==> src/rtl/dpc_pkg.sv <==
package dpc_pkg;

    localparam int NUM_PORTS  = 2;
    localparam int PORT_LEFT  = 0;
    localparam int PORT_RIGHT = 1;

    // Which port, if any, must yield on the shared address
    typedef enum logic [1:0] {
        LOSE_NONE  = 2'd0,
        LOSE_LEFT  = 2'd1,
        LOSE_RIGHT = 2'd2
    } loser_e;

    // Per-port request view derived from one cycle of history
    typedef struct packed {
        logic act;     // port selected this cycle
        logic fresh;   // request settled this cycle
        logic wr_req;  // port selected and strobing a write
    } port_req_t;

    // Later arrival loses; a tie goes against the right port
    function automatic loser_e first_come(input logic l_fresh, input logic r_fresh);
        if (l_fresh && !r_fresh)
            return LOSE_LEFT;
        return LOSE_RIGHT;
    endfunction

    function automatic logic port_lost(input loser_e who, input int unsigned port);
        if (port == PORT_LEFT)
            return who == LOSE_LEFT;
        return who == LOSE_RIGHT;
    endfunction

endpackage

==> src/rtl/dpc_port_track.sv <==
module dpc_port_track
    import dpc_pkg::*;
#(
    parameter int ADDR_W = 12
) (
    input  logic              clk,
    input  logic              rst,
    input  logic              ce_n,
    input  logic              we_n,
    input  logic [ADDR_W-1:0] addr,
    output port_req_t         req
);

    logic              act_q;
    logic [ADDR_W-1:0] addr_q;
    logic              act;

    assign act = ~ce_n;

    always_ff @(posedge clk) begin
        if (rst) begin
            act_q  <= 1'b0;
            addr_q <= '0;
        end else begin
            act_q  <= act;
            addr_q <= addr;
        end
    end

    always_comb begin
        req.act    = act;
        req.fresh  = act && (!act_q || (addr != addr_q));
        req.wr_req = act && !we_n;
    end

endmodule

==> src/rtl/dpc_collide.sv <==
module dpc_collide
    import dpc_pkg::*;
#(
    parameter int ADDR_W = 12
) (
    input  logic              clk,
    input  logic              rst,
    input  logic              l_act,
    input  logic              l_fresh,
    input  logic [ADDR_W-1:0] l_addr,
    input  logic              r_act,
    input  logic              r_fresh,
    input  logic [ADDR_W-1:0] r_addr,
    output loser_e            loser
);

    loser_e loser_q;
    logic   match;
    logic   held;

    always_comb begin
        match = l_act && r_act && (l_addr == r_addr);
        held  = (loser_q != LOSE_NONE) && match && !l_fresh && !r_fresh;
        if (!match)
            loser = LOSE_NONE;
        else if (held)
            loser = loser_q;
        else
            loser = first_come(l_fresh, r_fresh);
    end

    always_ff @(posedge clk) begin
        if (rst)
            loser_q <= LOSE_NONE;
        else
            loser_q <= loser;
    end

endmodule

==> src/rtl/dpc_busy_gate.sv <==
module dpc_busy_gate
    import dpc_pkg::*;
#(
    parameter int unsigned PORT = 0
) (
    input  logic   is_master,
    input  loser_e loser,
    input  logic   busy_in_n,
    input  logic   wr_req,
    output logic   busy_n,
    output logic   wr_en
);

    logic own_busy;
    logic blocked;

    always_comb begin
        own_busy = port_lost(loser, PORT);
        blocked  = is_master ? own_busy : !busy_in_n;
        busy_n   = is_master ? !own_busy : 1'b1;
        wr_en    = wr_req && !blocked;
    end

endmodule

==> src/rtl/dp_collision_arbiter.sv <==
module dp_collision_arbiter
    import dpc_pkg::*;
#(
    parameter int ADDR_W = 12
) (
    input  logic              clk,
    input  logic              rst,
    input  logic              is_master,
    input  logic              l_ce_n,
    input  logic              l_we_n,
    input  logic [ADDR_W-1:0] l_addr,
    input  logic              r_ce_n,
    input  logic              r_we_n,
    input  logic [ADDR_W-1:0] r_addr,
    input  logic              l_busy_in_n,
    input  logic              r_busy_in_n,
    output logic              l_busy_n,
    output logic              r_busy_n,
    output logic              busy_oe,
    output logic              l_wr_en,
    output logic              r_wr_en
);

    logic [NUM_PORTS-1:0] ce_n_v;
    logic [NUM_PORTS-1:0] we_n_v;
    logic [NUM_PORTS-1:0] bin_v;
    logic [NUM_PORTS-1:0] busy_v;
    logic [NUM_PORTS-1:0] wr_v;
    logic [ADDR_W-1:0]    addr_v [NUM_PORTS];
    port_req_t            req_v  [NUM_PORTS];
    loser_e               loser;

    assign ce_n_v[PORT_LEFT]  = l_ce_n;
    assign ce_n_v[PORT_RIGHT] = r_ce_n;
    assign we_n_v[PORT_LEFT]  = l_we_n;
    assign we_n_v[PORT_RIGHT] = r_we_n;
    assign bin_v[PORT_LEFT]   = l_busy_in_n;
    assign bin_v[PORT_RIGHT]  = r_busy_in_n;
    assign addr_v[PORT_LEFT]  = l_addr;
    assign addr_v[PORT_RIGHT] = r_addr;

    for (genvar p = 0; p < NUM_PORTS; p++) begin : g_port
        dpc_port_track #(.ADDR_W(ADDR_W)) u_track (
            .clk  (clk),
            .rst  (rst),
            .ce_n (ce_n_v[p]),
            .we_n (we_n_v[p]),
            .addr (addr_v[p]),
            .req  (req_v[p])
        );

        dpc_busy_gate #(.PORT(p)) u_gate (
            .is_master (is_master),
            .loser     (loser),
            .busy_in_n (bin_v[p]),
            .wr_req    (req_v[p].wr_req),
            .busy_n    (busy_v[p]),
            .wr_en     (wr_v[p])
        );
    end

    dpc_collide #(.ADDR_W(ADDR_W)) u_collide (
        .clk     (clk),
        .rst     (rst),
        .l_act   (req_v[PORT_LEFT].act),
        .l_fresh (req_v[PORT_LEFT].fresh),
        .l_addr  (addr_v[PORT_LEFT]),
        .r_act   (req_v[PORT_RIGHT].act),
        .r_fresh (req_v[PORT_RIGHT].fresh),
        .r_addr  (addr_v[PORT_RIGHT]),
        .loser   (loser)
    );

    assign l_busy_n = busy_v[PORT_LEFT];
    assign r_busy_n = busy_v[PORT_RIGHT];
    assign l_wr_en  = wr_v[PORT_LEFT];
    assign r_wr_en  = wr_v[PORT_RIGHT];
    assign busy_oe  = is_master;

endmodule

==> config.mk <==
export PLATFORM = sky130hd
export DESIGN_NAME = dp_collision_arbiter
export DESIGN_NICKNAME = d
export VERILOG_FILES = /design/src/rtl/dpc_pkg.sv /design/src/rtl/dpc_port_track.sv /design/src/rtl/dpc_collide.sv /design/src/rtl/dpc_busy_gate.sv /design/src/rtl/dp_collision_arbiter.sv
export SDC_FILE = /design/constraint.sdc
export NUM_CORES = 1
export LEC_CHECK = 0
export BUFFER_PORTS_ARGS = -buffer_cell sky130_fd_sc_hd__clkbuf_2
export CORE_UTILIZATION = 40
export DETAILED_ROUTE_END_ITERATION = 7
export GPL_TIMING_DRIVEN = 0
export SYNTH_ARGS = -nofsm -noshare
export SYNTH_HDL_FRONTEND = slang
export SYNTH_HIERARCHICAL = 1
export SYNTH_SLANG_ARGS = --single-unit
==> constraint.sdc <==
create_clock -name clk -period 2.8 [get_ports clk]
set_input_delay 0.28 -clock clk [delete_from_list [all_inputs] [get_ports clk]]
set_output_delay 0.28 -clock clk [all_outputs]
set_load 0.01 [all_outputs]
---- Yosys cells after proc, flatten, opt, wreduce, memory -nomap -nowiden ----
Cells that the tools add are included.
W data, S select, Z words.
storage, ports and cells
  register bits after elaboration ......... 28
  output and inout port bits .............. 5
  memories kept ........................... 0
  latch bits .............................. 0
  ROM bits ................................ 0
  logic and storage cells ................. 50
  bits in writable memories ............... 0
operators by class
  div/mod/pow operators ................... 0
  eq/ne operators ......................... 5
  shift operators ......................... 0
  reduce and logical (&&, ||, !) cells .... 27
  bitwise logic cells ..................... 2
  order comparisons ....................... 0
  $mul .................................... 0
  muxes and demuxes ....................... 11
  add/subtract/negate cells ............... 0
operators by type and width
  operator              number
  $ne A12 B12 Y1        2
  $eq A12 B12 Y1        1
  $logic_and A1 B1 Y1   12
  $logic_not A1 Y1      12
  $mux W2               4
  $mux W1               7
  $eq A2 B1 Y1 const B  1
  $eq A2 B2 Y1 const B  1
  $logic_or A1 B1 Y1    2
  $not A1 Y1            2
  $reduce_bool A2 Y1    1

---- Depth between registers and ports, before layout ----
Gate-level depths: netlist (run 1).
  depth after elaboration ................. 15
  mapped depth ............................ 9
  mapped depth without buffers ............ 9

---- Modules after synthesis ----
Netlist (run 1), hierarchy kept.
by module, submodules not included
  module                cells an instance  area an instance (um^2)  instances
  dpc_port_track        46                 490.5                    2
  dpc_collide           33                 279.0                    1
  dpc_busy_gate         2                  30.0                     2
  dp_collision_arbiter  1                  7.5                      1

---- Worst setup path before layout (run 1) ----
Ideal clock, no wire load.
  path kind ............................... register -> output
  start ................................... register g_port[1].u_track.addr_q[1]
  end ..................................... output port r_wr_en
  slack ................................... 0.766 ns
  cell stages (with the launch flop) ...... 8
  arrival ................................. 1.754 ns
  path buffers ............................ 0
  cells stage by stage .................... dfxtp_1 -> xor2_1 -> nor4_1 -> a41oi_1 -> o21bai_1 -> nor3_1 -> nand3b_4 -> o211a_1
RTL lines
  item                    line                        RTL
  start, declared         dpc_port_track.sv:15        logic [ADDR_W-1:0] addr_q;
  start signal, assigned  dpc_port_track.sv:26        addr_q <= addr;
  end, declared           dp_collision_arbiter.sv:21  output logic r_wr_en

==> impl_results.md, run 1 <==
- Psw: 185 uW
- Pleak: 0.000737 uW
- Critical path's slowest cell: nor4_1
- WP data arrival: 2.30 ns
- Syn-to-layout area delta: 21.3%
- Share of cells above drive strength 1: 0.312
- Vias: 999
- Outcome: finished clean
- Syn Nets: 163
- First-pass GRT wire length: 4.15 mm
- Number of synthesized flops with an enable pin: 0
- Internal cell power: 530 uW
- CTS Root Cell: clkbuf_4
- Critical path cell sequence: xor2_1 > nor4_1 > a41oi_1 > a21oi_1 > o2111ai_1 > nor2_2 > nand3b_4 > o211a_1 > clkbuf_2
- Worst VDD drop: 0.236 mV
- TritonCTS clock tree: built
- Post-Syn Instances: 130
- Largest net degree at the start of global routing: 15
- WP buf/inv: 1
- Yosys top cell by area: dfxtp_1
- Post-route cell area: 1610 sq um
- Ranking of synthesized cells by instance count: dfxtp_1 (28), nor2b_1 (26), xor2_1 (23)
- Slew Limit Fails: 0
- Sequential area share after synthesis: 0.422
- Die H: 59.6 microns
- Die area: 3550 sq um
- CP Max Fanout: 2
- Comb pwr share: 0.181
- Routed len/inst: 12.2 microns
- Postcts setup bufs: 0
- Tcrit/Tclk final: 0.922
- DRC viols: 0
- Sw frac: 0.258
- WS Path Type: reg2out
- Async S/R FF share, synth: 0
- Gr usage total: 0.163
- Port Buf Inserts: 37
- Via/cell ratio: 4.67
- Reg-to-reg slack, setup: 1.19 ns
- # rows: 20
- Fin. Hold Viols: 0
- Final setup vio count: 0
- H-tree Lvls: 1
- CTS Sinks: 28
- Area post-placement: 1570 sq um
- Worst skew pair latency: 0.31 ns
- Routed Antenna Nets: 0
- Synth area leaders: dfxtp_1 (42%), xor2_1 (15%), nor2b_1 (12%), xnor2_1 (6.6%), nand3b_4 (3.0%)
- # hold bufs at CTS: 0
- RSZ-0062 raised after global routing: false
- TritonCTS buffer count: 3
- Top_reg_cell synth: dfxtp_1
- Clock Tree Buf Depth: 2
- Synth top area share: 0.422
- Register-to-Register Path Depth: 6
- Max_cap viols: 0
- Hold Path Depth: 2
- Min-Delay Path Class: in2reg
- CP Capture Type: output pin
- Family with the most delay on the worst path: simple AND/OR/NAND/NOR gates
- Die width: 59.6 microns
- Fin Setup TNS: 0 ns
- Slew margin rel.: 0.640
- Fmax: 387 MHz
- Crit. path cell count: 9
- Nets: 205
- Number of I/O pins: 38
- Seq pwr share: 0.596
- Core Box Area: 3100 sq um
- CTS clk-pin slew, worst paths: 0.14 ns
- Ant. Diodes: 0
- Vias in the first global route: 952
- First-pass DRT Iterations: 4
- Synth Register Bits: 28
- Total gr overflow: 0
- Hpwl dp: 2.11 mm
- Mapped Area: 1330 sq um
- Starting Density: 0.428
- Pwr per Cell Area: 444 nW/um^2
- Most numerous cell in the Yosys netlist: dfxtp_1
- Slowest cell delay on critical path: 0.35 ns
- Initial antenna violation count: 0
- Worst slew pin tran: 0.540 ns
- Routed WL: 2.62 mm
- Routability cong.: 0.739
- YS warnings: 6
- Clk pwr share: 0.223
- Worst setup SP type: flip-flop
- Crit path time final: 2.58 ns
- Mapped Avg Cell Area: 10.2 sq um
- Worst Path Required: 2.52 ns
- Final setup skew: 0.000780 ns
- Cell variety after synth: 25
- DRT iter0 DRCs: 13
[cell families after synthesis]
group / after synthesis / share of synthesized area
xor+xnor: 33 / 0.218
compound gates: 8 / 0.0509
simple gates: 51 / 0.272
flops: 28 / 0.422
buf+inv: 10 / 0.0368
[layout by cell type, fill, tap and decap left out, drive strengths merged]
cell type  synthesis  final
clkbuf             2     42
dfxtp             28     28
nor2b             26     26
xor2              23     23
xnor2             10     10
nor4               7      7
nor2               6      6
inv                5      5
buf                3      3
nand4              3      3
nor3               3      3
nand3b             2      2
o211a              2      2
a41oi              2      2
and2b              1      1
nand2              1      1
nand2b             1      1
o221ai             1      1
o21bai             1      1
a21oi              1      1
o2111ai            1      1
or4                1      1
[what timing repair did]
action | CTS | global route
pin swaps | 0 | 1
cloned | 0 | 0
endpoints found under the setup margin | 1 | 3
resized for setup | 1 | 3
[final cells by class]
type | count | area (sq um)
Buffer | 5 | 30.0
Clock buffer | 3 | 22.5
Fill cell | 322 | 1490
Inverter | 5 | 18.8
Multi-Input combinational cell | 92 | 738
Sequential cell | 28 | 561
Tap cell | 44 | 55.1
Timing Repair Buffer | 37 | 185
[metrics by stage]
step	utilization	setup slack, ns	hold WS [ns]	total power [uW]	std cells
4_1_cts	0.514	0.0457	0.144	723	214
3_3_place_gp	0.505	0.268	0.491	560	211
2_1_floorplan	-	0.766	0.351	506	130
3_5_place_dp	0.505	0.259	0.499	564	211
6_report	0.519	0.218	0.150	715	214
5_1_grt	0.519	0.0187	0.147	753	214
[path summary, 6_finish.rpt]
path                          startpoint                 endpoint
min reg2reg         u_collide/loser_q[0]     u_collide/loser_q[0]
min                               r_ce_n  g_port[1].u_track/act_q
max reg2reg  g_port[0].u_track/addr_q[0]     u_collide/loser_q[1]
max          g_port[0].u_track/addr_q[0]                  l_wr_en
[worst register-to-register path, cell delays in order, from the launching register on]
cell and delay (ns):
dfxtp_1 0.34, xor2_1 0.15, nor4_1 0.35, a41oi_1 0.20, a21oi_1 0.15, o2111ai_1 0.17
nor3_1 0.19
[flip-flops by register name, summed over array words and instances, names as in the netlist]
name / flops
g_port.u_track/addr_q: 24
g_port.u_track/act_q: 2
u_collide/loser_q: 2
[routing by layer]
metal	wire length (microns)	track usage
met4	43	0.0797
met3	104	0.0218
met2	1250	0.281
met5	0	0
met1	1220	0.199
[power groups by stage]
| stage | combinational (uW) | sequential, uW | clock (uW) |
|---|---|---|---|
| after global routing | 143 | 428 | 182 |
| after detailed placement | 128 | 436 | 0 |
| after CTS | 129 | 427 | 167 |
| after global placement | 125 | 435 | 0 |
| final | 130 | 426 | 159 |
| after floorplan | 71.9 | 434 | 0 |
Power figures use the tool's default switching activity.
==> inputs of run 2 (changes only) <==
--- a/config.mk
+++ b/config.mk
@@ -7,8 +7,10 @@
 export LEC_CHECK = 0
 export BUFFER_PORTS_ARGS = -buffer_cell sky130_fd_sc_hd__clkbuf_2
 export CORE_UTILIZATION = 40
+export CTS_CLUSTER_SIZE = 40
 export DETAILED_ROUTE_END_ITERATION = 7
 export GPL_TIMING_DRIVEN = 0
+export PLACE_DENSITY = 0.67
 export SYNTH_ARGS = -nofsm -noshare
 export SYNTH_HDL_FRONTEND = slang
 export SYNTH_HIERARCHICAL = 1
==> constraint.sdc (replaced) <==
create_clock -name clk -period 2.1 [get_ports clk]
set_input_delay 0.21 -clock clk [delete_from_list [all_inputs] [get_ports clk]]
set_output_delay 0.21 -clock clk [all_outputs]
set_load 0.01 [all_outputs]
==> impl_results.md, run 2 (same netlist as run 1, synthesis figures left out) <==
- Commonest non-fill, non-tap cell in the layout: clkbuf_2
- Fin. Hold Viols: 0
- Failing checks: setup timing
- Fmax: 406 MHz
- Routed Antenna Nets: 0
- # rows: 20
- Pwr per Cell Area: 579 nW/um^2
- Vias in the first global route: 1056
- WS Path Type: reg2out
- Routed len/inst: 11.9 microns
- Via/cell ratio: 4.68
- CTS clk-pin slew, worst paths: 0.15 ns
- Clock Tree Buf Depth: 2
- CTS Sinks: 28
- WP data arrival: 2.25 ns
- Ant. Diodes: 0
- Inst Count DP: 211
- Routing usage on met1: 0.199
- Most flops, register: g_port.u_track/addr_q
- Largest net degree at the start of global routing: 16
- DRC viols: 0
- Hpwl dp: 2.09 mm
- Worst setup SP type: flip-flop
- Share of cells above drive strength 1: 0.434
- Routability cong.: 0.744
- Die area: 3550 sq um
- Slew Limit Fails: 0
- # hold bufs at CTS: 0
- Pleak: 0.000797 uW
- GR Layer Usage met2: 0.300
- Total gr overflow: 0
- Die H: 59.6 microns
- Gr busiest metal: met2
- Max FFs per register: 24
- Slew margin rel.: 0.654
- Biggest regs: g_port.u_track/addr_q x24, g_port.u_track/act_q x2, u_collide/loser_q x2
- Die width: 59.6 microns
- CP Capture Type: output pin
- RSZ-0062 raised after global routing: true
- Nets: 209
- Non-Filler Instances: 219
- Worst setup margin: -0.361 ns
- Outcome: finished with violations
- Vias: 1025
- Min-Delay Path Class: in2reg
- Post-route cell area: 1770 sq um
- Most frequent cells in the layout: clkbuf_2 (36), nor2b_1 (26), xor2_1 (22)
- Worst slew pin tran: 0.519 ns
- CTS Root Cell: clkbuf_4
- Gr usage total: 0.165
- Starting Density: 0.428
- H-tree Lvls: 1
- Worst Path Required: 1.89 ns
- CP Max Fanout: 2
- TritonCTS clock tree: built
- Final setup vio count: 4
- Routed WL: 2.62 mm
- TritonCTS buffer count: 3
- Initial antenna violation count: 0
- Core Box Area: 3100 sq um
- Crit path time final: 2.46 ns
- DRT iter0 DRCs: 7
- Area post-placement: 1570 sq um
- Syn-to-layout area delta: 33.1%
- Fill cells: 287
- Port Buf Inserts: 37
- First-pass GRT wire length: 4.31 mm
- Number of I/O pins: 38
- First-pass DRT Iterations: 2
- Final setup skew: 0.00544 ns
- Max_cap viols: 0
- Tcrit/Tclk final: 1.17
- Worst skew pair latency: 0.32 ns
- GR Layer Usage met3: 0.0197
- Worst VDD drop: 0.296 mV
run 2: area by class of cell:
cell class              instances  area, sq um  share of cell area
plain buffers                   5         30.0              0.0170
clock buffers                   4         36.3              0.0205
inverters                       5         18.8              0.0106
multi-input cells              92          832               0.471
flip-flops and latches         28          569               0.322
well taps                      44         55.1              0.0312
repair buffers                 41          225               0.127
run 2: final timing paths:
path / from / end / slack [ns] / cells past startpoint
worst max-delay path: g_port[0].u_track/addr_q[6] / r_wr_en / -0.36 / 11
worst min-delay path: r_ce_n / g_port[1].u_track/act_q / 0.10 / 2
worst max register to register: g_port[1].u_track/addr_q[11] / u_collide/loser_q[0] / 0.43 / 7
worst min register to register: u_collide/loser_q[0] / u_collide/loser_q[0] / 0.68 / 3
run 2: critical path, stage by stage, from the launching register on:
cell       delay, ns
dfxtp_2         0.35
xnor2_2         0.16
nand4_1         0.13
nor4_2          0.22
a41oi_2         0.19
a21oi_2         0.15
o2111ai_2       0.13
nor2_2          0.15
buf_4           0.14
nand3b_4        0.08
o211a_1         0.12
clkbuf_2        0.12
run 2: report_power, final:
part	internal (uW)	switching [uW]	total, uW
clock	106	151	257
combinational	92.9	101	194
sequential	559	12.2	572
total	758	264	1020
run 2: what timing repair did:
| item | CTS | global route |
|---|---|---|
| pin swaps | 2 | 8 |
| endpoints found under the setup margin | 4 | 4 |
| resized for setup | 6 | 22 |
| gates cloned | 0 | 0 |
| setup buffers | 2 | 2 |
run 2: per-layer routing:
metal / wire, microns / part of all wire / up-vias
li1: - / - / 515
met1: 1140 / 0.44 / 484
met2: 1340 / 0.51 / 24
met3: 112 / 0.043 / 2
met4: 17 / 0.0065 / 0
met5: 0 / 0 / -
run 2: stage by stage:
stage / total power [uW] / setup TNS [ns] / utilization / hold slack, ns / setup slack, ns
after global placement: 745 / -0.600 / 0.505 / 0.425 / -0.245
after global routing: 1080 / -1.86 / 0.569 / 0.0878 / -0.537
final: 1020 / -1.20 / 0.569 / 0.101 / -0.361
after CTS: 1020 / -1.45 / 0.532 / 0.0763 / -0.418
after floorplan: 675 / 0 / - / 0.281 / 0.136
after detailed placement: 751 / -0.851 / 0.505 / 0.436 / -0.316
==> inputs of run 3 (changes only) <==
--- a/config.mk
+++ b/config.mk
@@ -6,11 +6,12 @@
 export NUM_CORES = 1
 export LEC_CHECK = 0
 export BUFFER_PORTS_ARGS = -buffer_cell sky130_fd_sc_hd__clkbuf_2
-export CORE_UTILIZATION = 40
+export CORE_UTILIZATION = 45
 export CTS_CLUSTER_SIZE = 40
 export DETAILED_ROUTE_END_ITERATION = 7
+export GPL_ROUTABILITY_DRIVEN = 0
 export GPL_TIMING_DRIVEN = 0
-export PLACE_DENSITY = 0.67
+export PLACE_DENSITY = 0.73
 export SYNTH_ARGS = -nofsm -noshare
 export SYNTH_HDL_FRONTEND = slang
 export SYNTH_HIERARCHICAL = 1
==> impl_results.md, run 3 (same netlist as run 1, synthesis figures left out) <==
- Critical path cell sequence: xnor2_2 > nand4_1 > nor4_2 > a41oi_1 > a21oi_1 > o2111ai_2 > nor2_2 > buf_4 > nand3b_4 > o211a_1 > clkbuf_2
- Fill cells: 237
- DRC viols: 0
- CTS Root Cell: clkbuf_4
- Starting Density: 0.477
- Routed len/inst: 12.5 microns
- Final setup vio count: 4
- Worst setup SP type: flip-flop
- WP data arrival: 2.26 ns
- Fin. Hold Viols: 0
- WP buf/inv: 2
- Largest net degree at the start of global routing: 16
- Number of I/O pins: 38
- Area post-placement: 1550 sq um
- Slew margin rel.: 0.648
- RSZ-0062 raised after global routing: true
- Nets: 207
- Vias in the first global route: 1061
- Pleak: 0.000773 uW
- Via/cell ratio: 5.06
- Family with the most delay on the worst path: compound AO/OA/AOI/OAI gates
- Multi-input logic area: 779 sq um
- Setup WS pre-CTS: -0.239 ns
- # rows: 19
- FF+latch area: 563 sq um
- Gr usage total: 0.179
- DRT iter0 DRCs: 9
- Final setup skew: 0.00944 ns
- TritonCTS buffer count: 3
- H-tree Lvls: 1
- Most frequent cells in the layout: clkbuf_2 (34), nor2b_1 (26), dfxtp_1 (26)
- Most flops, register: g_port.u_track/addr_q
- Max_cap viols: 0
- Port Buf Inserts: 37
- Routed Antenna Nets: 0
- Pwr per Cell Area: 602 nW/um^2
- # hold bufs at CTS: 0
- Core Box Area: 2780 sq um
- Die area: 3170 sq um
- Die H: 56.3 microns
- Tcrit/Tclk final: 1.18
- CP Capture Type: output pin
- Slew Limit Fails: 0
- Share of cells above drive strength 1: 0.370
- Routed WL: 2.56 mm
- Worst Path Required: 1.89 ns
- Slowest cell delay on critical path: 0.36 ns
- Max FFs per register: 24
- Total gr overflow: 0
- CTS Sinks: 28
- Worst setup margin: -0.372 ns
- Worst skew pair latency: 0.32 ns
- Fmax: 404 MHz
- WS Path Type: reg2out
- Failing checks: setup timing
- Commonest non-fill, non-tap cell in the layout: clkbuf_2
- TritonCTS clock tree: built
- Ant. Diodes: 0
- Vias: 1033
- First-pass GRT wire length: 4.35 mm
- Reg-to-reg slack, setup: 0.47 ns
- Min-Delay Path Class: in2reg
- Post-route cell area: 1670 sq um
- Die width: 56.3 microns
- Worst slew pin tran: 0.528 ns
- Crit path time final: 2.47 ns
- Initial antenna violation count: 0
- Clock Tree Buf Depth: 2
- CTS clk-pin slew, worst paths: 0.15 ns
- First-pass DRT Iterations: 3
- Biggest regs: g_port.u_track/addr_q x24, g_port.u_track/act_q x2, u_collide/loser_q x2
- Syn-to-layout area delta: 26.0%
- Critical path's slowest cell: dfxtp_2
- Outcome: finished with violations
- Hpwl dp: 2.04 mm
- Worst VDD drop: 0.560 mV
- CP Max Fanout: 2
run 3: changes by cell type in the layout (fill, tap and decap cells not counted), moves of 2 or more:
cell	previous run	this run
a41oi_1	0	2
a41oi_2	2	0
buf_2	0	2
clkbuf_2	36	34
dfxtp_1	21	26
dfxtp_2	7	2
run 3: cell type report:
type | count | share of cell area
clock buffers | 4 | 0.0217
plain buffers | 5 | 0.0180
well taps | 31 | 0.0232
flip-flops and latches | 28 | 0.337
multi-input cells | 92 | 0.466
inverters | 5 | 0.0112
repair buffers | 39 | 0.123
run 3: metrics by stage:
step / hold slack, ns / cells / total power, uW / utilization / TNS [ns]
floorplan: 0.281 / 130 / 675 / - / 0
global placement: 0.427 / 198 / 744 / 0.558 / -0.484
detailed placement: 0.432 / 198 / 749 / 0.558 / -0.672
CTS: 0.0772 / 204 / 1010 / 0.588 / -1.24
global route: 0.0636 / 204 / 1060 / 0.601 / -1.92
finish: 0.0737 / 204 / 1010 / 0.601 / -1.17
run 3: timing repair:
action,in CTS,in global routing
endpoints found under the setup margin,4,4
resized for setup,6,10
setup buffers,2,0
pin swaps,2,1
run 3: layer usage:
metal,track usage,up-vias,share of wire
met5,0,-,0
met4,0.0836,0,0.027
met3,0.0253,8,0.040
met2,0.327,29,0.52
met1,0.203,478,0.41
li1,-,518,-
run 3: final timing paths:
check / from / to / cells past startpoint
worst min-delay path: l_ce_n / g_port[0].u_track/act_q / 2
worst min register to register: u_collide/loser_q[0] / u_collide/loser_q[0] / 2
worst max-delay path: g_port[0].u_track/addr_q[11] / r_wr_en / 11
worst max register to register: g_port[0].u_track/addr_q[11] / u_collide/loser_q[1] / 7
run 3: worst reg2reg max path, delay by kind of cell (launching register included):
| kind | cells | cell delay (ns) |
|---|---|---|
| flip-flops | 1 | 0.36 |
| XOR/XNOR | 1 | 0.14 |
| AND/OR/NAND/NOR | 3 | 0.56 |
| AO/OA/AOI/OAI | 3 | 0.50 |
run 3: where the power goes:
| group | switching, uW | internal, uW |
|---|---|---|
| clock network | 151 | 106 |
| registers | 11.5 | 558 |
| logic | 93.9 | 86.8 |
| total | 256 | 751 |
